**src/rtl/irqagg_pkg.sv**
```systemverilog
package irqagg_pkg;

    localparam int unsigned GC_W       = 4;       // number of global causes
    localparam int unsigned GC_LSB     = 1;       // status bit of cause 0
    localparam int unsigned WORD_W     = 32;
    localparam int unsigned GLB_BIT    = 31;      // controller-level bit in source word

    localparam int unsigned OFS_GSTAT  = 'h020;
    localparam int unsigned OFS_GEN    = 'h024;
    localparam int unsigned OFS_GCLR   = 'h028;
    localparam int unsigned ENV_BASE   = 'h800;
    localparam int unsigned ENV_STRIDE = 'h080;
    localparam int unsigned ENV_MSK    = 'h004;

    typedef struct packed {
        logic [GC_W-1:0] stat;
        logic [GC_W-1:0] en;
    } gc_state_t;

    function automatic int unsigned env_src_ofs(int unsigned e);
        return ENV_BASE + e * ENV_STRIDE;
    endfunction

    function automatic int unsigned env_msk_ofs(int unsigned e);
        return ENV_BASE + e * ENV_STRIDE + ENV_MSK;
    endfunction

    function automatic logic [WORD_W-1:0] gc_to_word(logic [GC_W-1:0] v);
        logic [WORD_W-1:0] w;
        w = '0;
        w[GC_LSB +: GC_W] = v;
        return w;
    endfunction

endpackage

```
**src/rtl/irqagg_gcause.sv**
```systemverilog
module irqagg_gcause
    import irqagg_pkg::*;
(
    input  logic            clk_i,
    input  logic            rst_ni,
    input  logic [GC_W-1:0] evt_i,
    input  logic            en_we_i,
    input  logic            clr_we_i,
    input  logic [GC_W-1:0] wdata_i,
    output logic [GC_W-1:0] stat_o,
    output logic [GC_W-1:0] en_o,
    output logic            cause_o
);

    gc_state_t state_d, state_q;

    always_comb begin
        state_d = state_q;
        if (en_we_i) begin
            state_d.en = wdata_i;
        end
        if (clr_we_i) begin
            state_d.stat = state_q.stat & ~wdata_i;
        end
        // a new event always wins over a clear in the same cycle
        state_d.stat = state_d.stat | evt_i;
    end

    always_ff @(posedge clk_i or negedge rst_ni) begin
        if (!rst_ni) begin
            state_q <= '0;
        end else begin
            state_q <= state_d;
        end
    end

    assign stat_o  = state_q.stat;
    assign en_o    = state_q.en;
    assign cause_o = |(state_q.stat & state_q.en);

endmodule

```
**src/rtl/irqagg_envmask.sv**
```systemverilog
module irqagg_envmask #(
    parameter int unsigned NUM_PIPES = 31
) (
    input  logic               clk_i,
    input  logic               rst_ni,
    input  logic               we_i,
    input  logic [NUM_PIPES:0] wdata_i,
    input  logic [NUM_PIPES:0] src_i,
    output logic [NUM_PIPES:0] mask_o,
    output logic               irq_o
);

    typedef struct packed {
        logic [NUM_PIPES:0] mask;
    } env_state_t;

    env_state_t state_d, state_q;

    always_comb begin
        state_d = state_q;
        if (we_i) begin
            state_d.mask = wdata_i;
        end
    end

    always_ff @(posedge clk_i or negedge rst_ni) begin
        if (!rst_ni) begin
            state_q <= '0;
        end else begin
            state_q <= state_d;
        end
    end

    assign mask_o = state_q.mask;
    assign irq_o  = |(src_i & state_q.mask);

endmodule

```
**src/rtl/irqagg_regif.sv**
```systemverilog
module irqagg_regif
    import irqagg_pkg::*;
#(
    parameter int unsigned NUM_ENV = 4,
    parameter int unsigned ADDR_W  = 12
) (
    input  logic                        clk_i,
    input  logic                        rst_ni,
    input  logic                        wr_i,
    input  logic                        rd_i,
    input  logic [ADDR_W-1:0]           addr_i,
    input  logic [GC_W-1:0]             gstat_i,
    input  logic [GC_W-1:0]             gen_i,
    input  logic [WORD_W-1:0]           src_word_i,
    input  logic [NUM_ENV*WORD_W-1:0]   mask_words_i,
    output logic                        gen_we_o,
    output logic                        gclr_we_o,
    output logic [NUM_ENV-1:0]          mask_we_o,
    output logic [WORD_W-1:0]           rdata_o
);

    typedef struct packed {
        logic [WORD_W-1:0] rdata;
    } rd_state_t;

    rd_state_t         state_d, state_q;
    logic [WORD_W-1:0] rd_mux;

    always_comb begin
        gen_we_o  = wr_i && (addr_i == ADDR_W'(OFS_GEN));
        gclr_we_o = wr_i && (addr_i == ADDR_W'(OFS_GCLR));
        mask_we_o = '0;
        rd_mux    = '0;
        if (addr_i == ADDR_W'(OFS_GSTAT)) begin
            rd_mux = gc_to_word(gstat_i);
        end
        if (addr_i == ADDR_W'(OFS_GEN)) begin
            rd_mux = gc_to_word(gen_i);
        end
        for (int unsigned e = 0; e < NUM_ENV; e++) begin
            if (addr_i == ADDR_W'(env_src_ofs(e))) begin
                rd_mux = src_word_i;
            end
            if (addr_i == ADDR_W'(env_msk_ofs(e))) begin
                rd_mux       = mask_words_i[e*WORD_W +: WORD_W];
                mask_we_o[e] = wr_i;
            end
        end
    end

    always_comb begin
        state_d = state_q;
        if (rd_i) begin
            state_d.rdata = rd_mux;
        end
    end

    always_ff @(posedge clk_i or negedge rst_ni) begin
        if (!rst_ni) begin
            state_q <= '0;
        end else begin
            state_q <= state_d;
        end
    end

    assign rdata_o = state_q.rdata;

endmodule

```
**src/rtl/irq_aggregator.sv**
```systemverilog
module irq_aggregator
    import irqagg_pkg::*;
#(
    parameter int unsigned NUM_PIPES = 31,
    parameter int unsigned NUM_ENV   = 4,
    parameter int unsigned ADDR_W    = 12
) (
    input  logic                 clk_i,
    input  logic                 rst_ni,
    input  logic [NUM_PIPES-1:0] pipe_irq_i,
    input  logic [GC_W-1:0]      gevt_i,
    input  logic                 reg_wr_i,
    input  logic                 reg_rd_i,
    input  logic [ADDR_W-1:0]    reg_addr_i,
    input  logic [WORD_W-1:0]    reg_wdata_i,
    output logic [WORD_W-1:0]    reg_rdata_o,
    output logic [NUM_ENV-1:0]   irq_o
);

    localparam int unsigned CSRC_W = NUM_PIPES + 1;   // compact source: pipes + global

    logic [GC_W-1:0]           gstat_w;
    logic [GC_W-1:0]           gen_w;
    logic                      gcause_w;
    logic                      gen_we_w;
    logic                      gclr_we_w;
    logic [NUM_ENV-1:0]        mask_we_w;
    logic [CSRC_W-1:0]         csrc_w;
    logic [CSRC_W-1:0]         cwdata_w;
    logic [WORD_W-1:0]         src_word_w;
    logic [NUM_ENV*WORD_W-1:0] mask_words_w;

    irqagg_gcause u_gcause (
        .clk_i    (clk_i),
        .rst_ni   (rst_ni),
        .evt_i    (gevt_i),
        .en_we_i  (gen_we_w),
        .clr_we_i (gclr_we_w),
        .wdata_i  (reg_wdata_i[GC_LSB +: GC_W]),
        .stat_o   (gstat_w),
        .en_o     (gen_w),
        .cause_o  (gcause_w)
    );

    assign csrc_w   = {gcause_w, pipe_irq_i};
    assign cwdata_w = {reg_wdata_i[GLB_BIT], reg_wdata_i[NUM_PIPES-1:0]};

    always_comb begin
        src_word_w                  = '0;
        src_word_w[NUM_PIPES-1:0]   = pipe_irq_i;
        src_word_w[GLB_BIT]         = gcause_w;
    end

    for (genvar e = 0; e < NUM_ENV; e++) begin : g_env
        logic [CSRC_W-1:0] mask_w;

        irqagg_envmask #(
            .NUM_PIPES (NUM_PIPES)
        ) u_envmask (
            .clk_i   (clk_i),
            .rst_ni  (rst_ni),
            .we_i    (mask_we_w[e]),
            .wdata_i (cwdata_w),
            .src_i   (csrc_w),
            .mask_o  (mask_w),
            .irq_o   (irq_o[e])
        );

        always_comb begin
            mask_words_w[e*WORD_W +: WORD_W]                = '0;
            mask_words_w[e*WORD_W +: NUM_PIPES]             = mask_w[NUM_PIPES-1:0];
            mask_words_w[e*WORD_W + GLB_BIT]                = mask_w[NUM_PIPES];
        end
    end

    irqagg_regif #(
        .NUM_ENV (NUM_ENV),
        .ADDR_W  (ADDR_W)
    ) u_regif (
        .clk_i        (clk_i),
        .rst_ni       (rst_ni),
        .wr_i         (reg_wr_i),
        .rd_i         (reg_rd_i),
        .addr_i       (reg_addr_i),
        .gstat_i      (gstat_w),
        .gen_i        (gen_w),
        .src_word_i   (src_word_w),
        .mask_words_i (mask_words_w),
        .gen_we_o     (gen_we_w),
        .gclr_we_o    (gclr_we_w),
        .mask_we_o    (mask_we_w),
        .rdata_o      (reg_rdata_o)
    );

endmodule

```
**config.mk**
```make
export PLATFORM = sky130hd
export DESIGN_NAME = irq_aggregator
export DESIGN_NICKNAME = d
export VERILOG_FILES = /design/src/rtl/irqagg_pkg.sv /design/src/rtl/irqagg_gcause.sv /design/src/rtl/irqagg_envmask.sv /design/src/rtl/irqagg_regif.sv /design/src/rtl/irq_aggregator.sv
export SDC_FILE = /design/constraint.sdc
export NUM_CORES = 1
export LEC_CHECK = 0
export ABC_AREA = 1
export CAP_MARGIN = 20
export CORE_MARGIN = 8
export CORE_UTILIZATION = 58
export DETAILED_ROUTE_END_ITERATION = 8
export DONT_BUFFER_PORTS = 1
export PLACE_DENSITY_LB_ADDON = 0.15
export SYNTH_ARGS = -nofsm -noshare
export SYNTH_HDL_FRONTEND = slang
export SYNTH_SLANG_ARGS = --single-unit
export TNS_END_PERCENT = 10
```
**constraint.sdc**
```tcl
create_clock -name clk_i -period 1.4 [get_ports clk_i]
set_input_delay 0.07 -clock clk_i [delete_from_list [all_inputs] [get_ports clk_i]]
set_output_delay 0.07 -clock clk_i [all_outputs]
set_load 0.01 [all_outputs]
```
== Word level (Yosys, flattened, before mapping) ==
Index checks and enable logic that the tools add are counted.
W data, S select, Z words.
Operators by class
  eq/ne operators: 11
  bitwise operators: 8
  reduce and logical (&&, ||, !) cells: 7
  muxes and demuxes: 15
Operator list (number)
  $mux W32: 9
  $and A32 B32 Y32: 4
  $reduce_or A32 Y1: 4
  $eq A12 B12 Y1 const B: 8
  $eq A12 B6 Y1 const B: 3
  $and A4 B4 Y4: 2
  $mux W5: 1
  $mux W1: 4
  $mux W4: 1
  $not A4 Y4: 1
  $or A4 B4 Y4: 1
  $reduce_or A4 Y1: 1
  $logic_and A1 B1 Y1: 2
Word-level totals
  input bits: 83
  flip-flop bits (word level): 168

== Longest topological paths before layout ==
  word-level depth: 11
  depth in mapped cells: 13
  gate-level depth less buffers: 12

== Modules after synthesis ==
A second synthesis with hierarchy kept.
Unflattened totals
  cell total of the unflattened synthesis: 1026
  area, all modules: 9781.9 sq um
By module, submodules not included
  irqagg_envmask: times used 4, area an instance 1581.5 sq um, cells an instance 131, sequential area each 800.8 sq um
  irqagg_regif: times used 1, area an instance 3111.7 sq um, cells an instance 457, sequential area each 800.8 sq um
  irqagg_gcause: times used 1, area an instance 344.1 sq um, cells an instance 45, sequential area each 200.2 sq um

== Worst setup path before layout ==
OpenSTA, ideal clock, no wires.
  path kind: register to output
  start: register u_gcause.state_q (netlist bit u_gcause.en_o[1])
  end: output port irq_o[2]
  required time: 1.330 ns
  cell stages (with the launch flop): 9
  buffers on the path: 1
  data arrival time: 1.292 ns
  slack: 0.038 ns
  path through: dfrtp_1 a22o_1 nor2_1 inv_1 nand2_1 nand4_1 nor4_1 nand3_1 buf_4
On the way
  word-level cells in the longest chain between the ends: 4
RTL lines
  start, declared: line irqagg_gcause.sv:15  | gc_state_t state_d, state_q;
  start signal, assigned: line irqagg_gcause.sv:33  | state_q <= state_d;
  $and A4 B4 Y4: line irqagg_gcause.sv:39  | assign cause_o = |(state_q.stat & state_q.en);
  $reduce_or A4 Y1: line irqagg_gcause.sv:39
  $and A32 B32 Y32: line irqagg_envmask.sv:35  | assign irq_o = |(src_i & state_q.mask);
  $reduce_or A32 Y1: line irqagg_envmask.sv:35
  end, declared: line irq_aggregator.sv:17  | output logic [NUM_ENV-1:0] irq_o
Every way passes these cells.

== Worst setup path in the final report ==
  start: register u_gcause.state_q (netlist bit u_gcause.stat_o[1])
  end: output port irq_o[1]
The elaborated chain is that of the path after synthesis.

==> impl.org <==
** Outcome
- The flow ran to the end, but the final reports show violations.
- Failing checks :: negative hold slack, negative setup slack

** Power and ir drop
- IR analysis of the VDD net gives a maximum drop of 0.858 mV.
- The design draws 10200 uW.
- Dividing total power by cell area gives a power density of 956 nW/um^2.
- Summed over all cells, the static leakage comes to 0.00501 uW.

** Timing
- The worst path uses 158% of the clock period.
- Setup TNS after final layout :: -3.08 ns
- The final hold violation count is between 150 and 200.
- The clock arrives with 0.00662 ns of skew.
- Counting I/O delays and the setup requirement, the final critical path takes 2.21 ns.
- Across all setup checks in the final design, the least slack found is -0.811 ns.
- The worst pin sits at a relative slew slack of 71.5%.
- The tightest hold path in the finished design has a slack of -0.667 ns.
- Final setup viols :: 4
- Static timing analysis puts the maximum clock frequency at 452 MHz.
- Setup repair after global routing could not meet its margin everywhere.
- Actual transition at the worst max-transition pin :: between 0.4 and 0.5 ns
- Slew Viols, Final :: 0

** Yosys
- After synthesis, the mean cell area works out to 7.69 sq um.
- In the synthesized netlist, the number of instances is 1109.
- Sequential cell area fraction in the yosys report :: 49.3%
- Summing the areas of all fa, ha and maj instances in the mapped netlist gives 0% of the synthesized area.
- Summing every instance area after synthesis gives 8530 sq um.
- Number of nets produced by synthesis :: about 1200
- Dominant combinational cell family by area after synthesis :: simple AND/OR/NAND/NOR gates
- Number of unique standard cell types used by synthesis :: 32
- Number of synthesized register bits :: 168
- The synthesized netlist devotes 0% of its cell area to XOR and XNOR gates.
- Total number of yosys warnings :: 0
- Multiplexer area fraction after synthesis :: 0%
- Complex-gate fraction of the synthesized area :: 18.3%
- Post-synthesis simple-gate area fraction :: 23.3%

** Floorplanning
- The die is ~140 um tall.
- Row Count :: 44
- Area enclosed by the die boundary :: 18800 sq um
- The die is 137 um wide.
- The floorplan step defined a core boundary enclosing 14500 sq um.
- In this run the count of I/O pins placed on the die edge is 119.
- Starting Density :: 58.9%

** Clock tree
- CTS saw 168 sinks.
- CTS buffer count :: 17
- Root buffer selected by CTS :: sky130_fd_sc_hd__clkbuf_16
- CTS tree :: built
- No sink is reached through more buffers than the 2 on the longest clock path.
- H-Tree Level Count :: 4
- The later pin in the worst-skew pair is clocked with a latency of 0.44 ns.
- Hold repair after CTS inserted around 70 buffers.
- Clock-pin slew reported for the worst setup and hold paths after clock tree synthesis :: 0.06 ns

** Critical path
- The critical path is of the reg -> out type.
- STA classifies the critical path endpoint as an output pin.
- Register-to-register setup slack :: 0.05 ns
- Data required time of the worst path :: 1.33 ns
- Arrival time worst endpoint :: roughly 2.1 ns
- Worst Path Max Fanout :: 3
- Type of element launching the critical path :: flop

** Final layout
- Area of all sequential standard cells :: 4200 sq um
- Leaving out fill and tap cells, the most frequent cells in the layout are sky130_fd_sc_hd__nand2_1 (344), sky130_fd_sc_hd__dfrtp_1 (168), sky130_fd_sc_hd__inv_1 (128), sky130_fd_sc_hd__o21ai_0 (116), sky130_fd_sc_hd__buf_4 (71).
- The repair_antennas step left the layout with diodes totalling 0.
- Fin util :: roughly three quarters
- The finished layout holds 1424 standard cells, fillers aside.
- Synth-to-Final Area Change :: 24.5%
- The library cell used most frequently in the layout, excluding fill and tap cells, is sky130_fd_sc_hd__nand2_1.
- The filler cells instantiated in the layout total 1137.
- Summing all multi-input logic gate instances after layout gives 3590 sq um.
- Layout Nets :: 1310
- Share of final-layout standard cells stronger than drive strength 1 :: 12.7%

** Detailed routing
- For this block, the initial DRC count from the detailed router was 884.
- Total wire length :: 26.3 mm
- WL/cell :: 18.5 um
- In this run the remaining antenna-violating nets after routing total 0.
- Summing over every cut layer, the via total after detailed routing is about 8000.
- The pre-antenna-repair detailed-routing pass consisted of 5 iterations.
- After detailed routing, the number of remaining DRC violations is 0.
- Detailed-route vias per instance :: about 5.8

** Place
- Detailed-placement wirelength estimate :: 17.2 mm
- The number of placed instances, taps included, is 1320.
- The congestion estimate from routability-driven global placement came to around 0.90.
- In this run the tool buffered the top-level ports with 0 buffer cells.

** Run
- Max Cap Violations :: 0

** Global route
- The first global-routing pass estimated 42.2 mm of wire.
- Total congestion overflow :: 0
- Entering global routing, the biggest net connects 169 pins.
- The number of antenna violations at the first check in global routing is 0.
- Overall Global Routing Usage :: 28.7%
- Number of global-route vias before repair :: 8160

** Min path
- Worst hold-check path type :: in -> async
==> cell families (layout without fill, tap and decap cells) <==
family                 after synthesis  in the layout
flip-flops                         168            168
AO/OA/AOI/OAI                      274            274
buffers and inverters              191            322
AND/OR/NAND/NOR                    476            476
==> where the power goes <==
group	leakage [uW]	internal [uW]	total (uW)	switching, uW
clock network	0.000285	2810	4820	2010
logic	0.00240	213	455	241
registers	0.00233	4870	4880	12.5
==> cells in the mapped netlist (all sizes together) <==
library cell,number,share of area (%)
nor4b,1,0.10
buf,25,1.9
nor2,63,3.1
o211ai,30,2.7
dfrtp,168,49
o22ai,26,1.9
nor3,7,0.87
inv,136,6.0
nand3b,1,0.13
o2111ai,9,0.92
o221ai,3,0.31
a221oi,3,0.31
clkbuf,30,1.3
nand2,354,16
nand3,31,1.9
nor4,7,0.51
a22o,5,0.51
o21ai,156,9.2
a21oi,42,2.5
nand4,12,0.88
==> final cells by class <==
class,instances,share of cell area (%)
Clock buffer,17,4.01
Clock inverter,15,1.68
Inverter,136,4.81
Multi-Input combinational cell,750,33.8
Sequential cell,168,39.6
Tap cell,184,2.17
Timing Repair Buffer,154,13.9
==> metrics by stage <==
stage | area (sq um) | setup slack (ns)
after floorplan | 8530 | 0.0382
after global placement | 9240 | -0.464
after detailed placement | 9240 | -0.511
after CTS | 10600 | -0.809
after global routing | 10600 | -0.914
final | 10600 | -0.811
==> repair_timing <==
action,CTS,global route
hold endpoints to repair,332,168
setup endpoints to repair,5,10
pin swaps,4,8
buffers inserted,3,2
gates resized for setup,7,9
==> metal layers <==
layer,global-route usage (%),routed length (um),vias to the layer above
met1,38.5,10900,3881
met4,10.3,607,0
met3,7.04,2550,57
li1,-,-,3858
met2,44.6,12300,402
met5,0,0,-
==> path summary, 6_finish.rpt <==
kind                                              start                       endpoint  cells past startpoint
setup / recovery                     u_gcause.stat_o[1]                       irq_o[1]                      9
hold / removal                                   rst_ni  g_env[1].u_envmask.mask_o[10]                      0
setup reg to reg                     u_gcause.stat_o[1]            u_regif.rdata_o[31]                      7
hold reg to reg            g_env[1].u_envmask.mask_o[9]   g_env[1].u_envmask.mask_o[9]                      2
max in group asynchronous                        rst_ni  g_env[2].u_envmask.mask_o[10]                      0
min in group clk_i                        pipe_irq_i[2]             u_regif.rdata_o[2]                      6
==> flip-flops by register name (all words and copies together) (netlist names) <==
signal                  count
g_env.u_envmask.mask_o    128
u_regif.rdata_o            32
u_gcause.en_o               4
u_gcause.stat_o             4
==> critical path, stage by stage, from the launching register on <==
cell and delay, ns:
sky130_fd_sc_hd__dfrtp_1 0.39, sky130_fd_sc_hd__a22o_1 0.28, sky130_fd_sc_hd__nor2_4 0.18, sky130_fd_sc_hd__inv_2 0.07, sky130_fd_sc_hd__buf_6 0.12, sky130_fd_sc_hd__buf_6 0.10, sky130_fd_sc_hd__nand2_2 0.05, sky130_fd_sc_hd__o2111ai_2 0.10
sky130_fd_sc_hd__nor3_2 0.18, sky130_fd_sc_hd__nand4_1 0.24
Power figures use the tool's default switching activity.
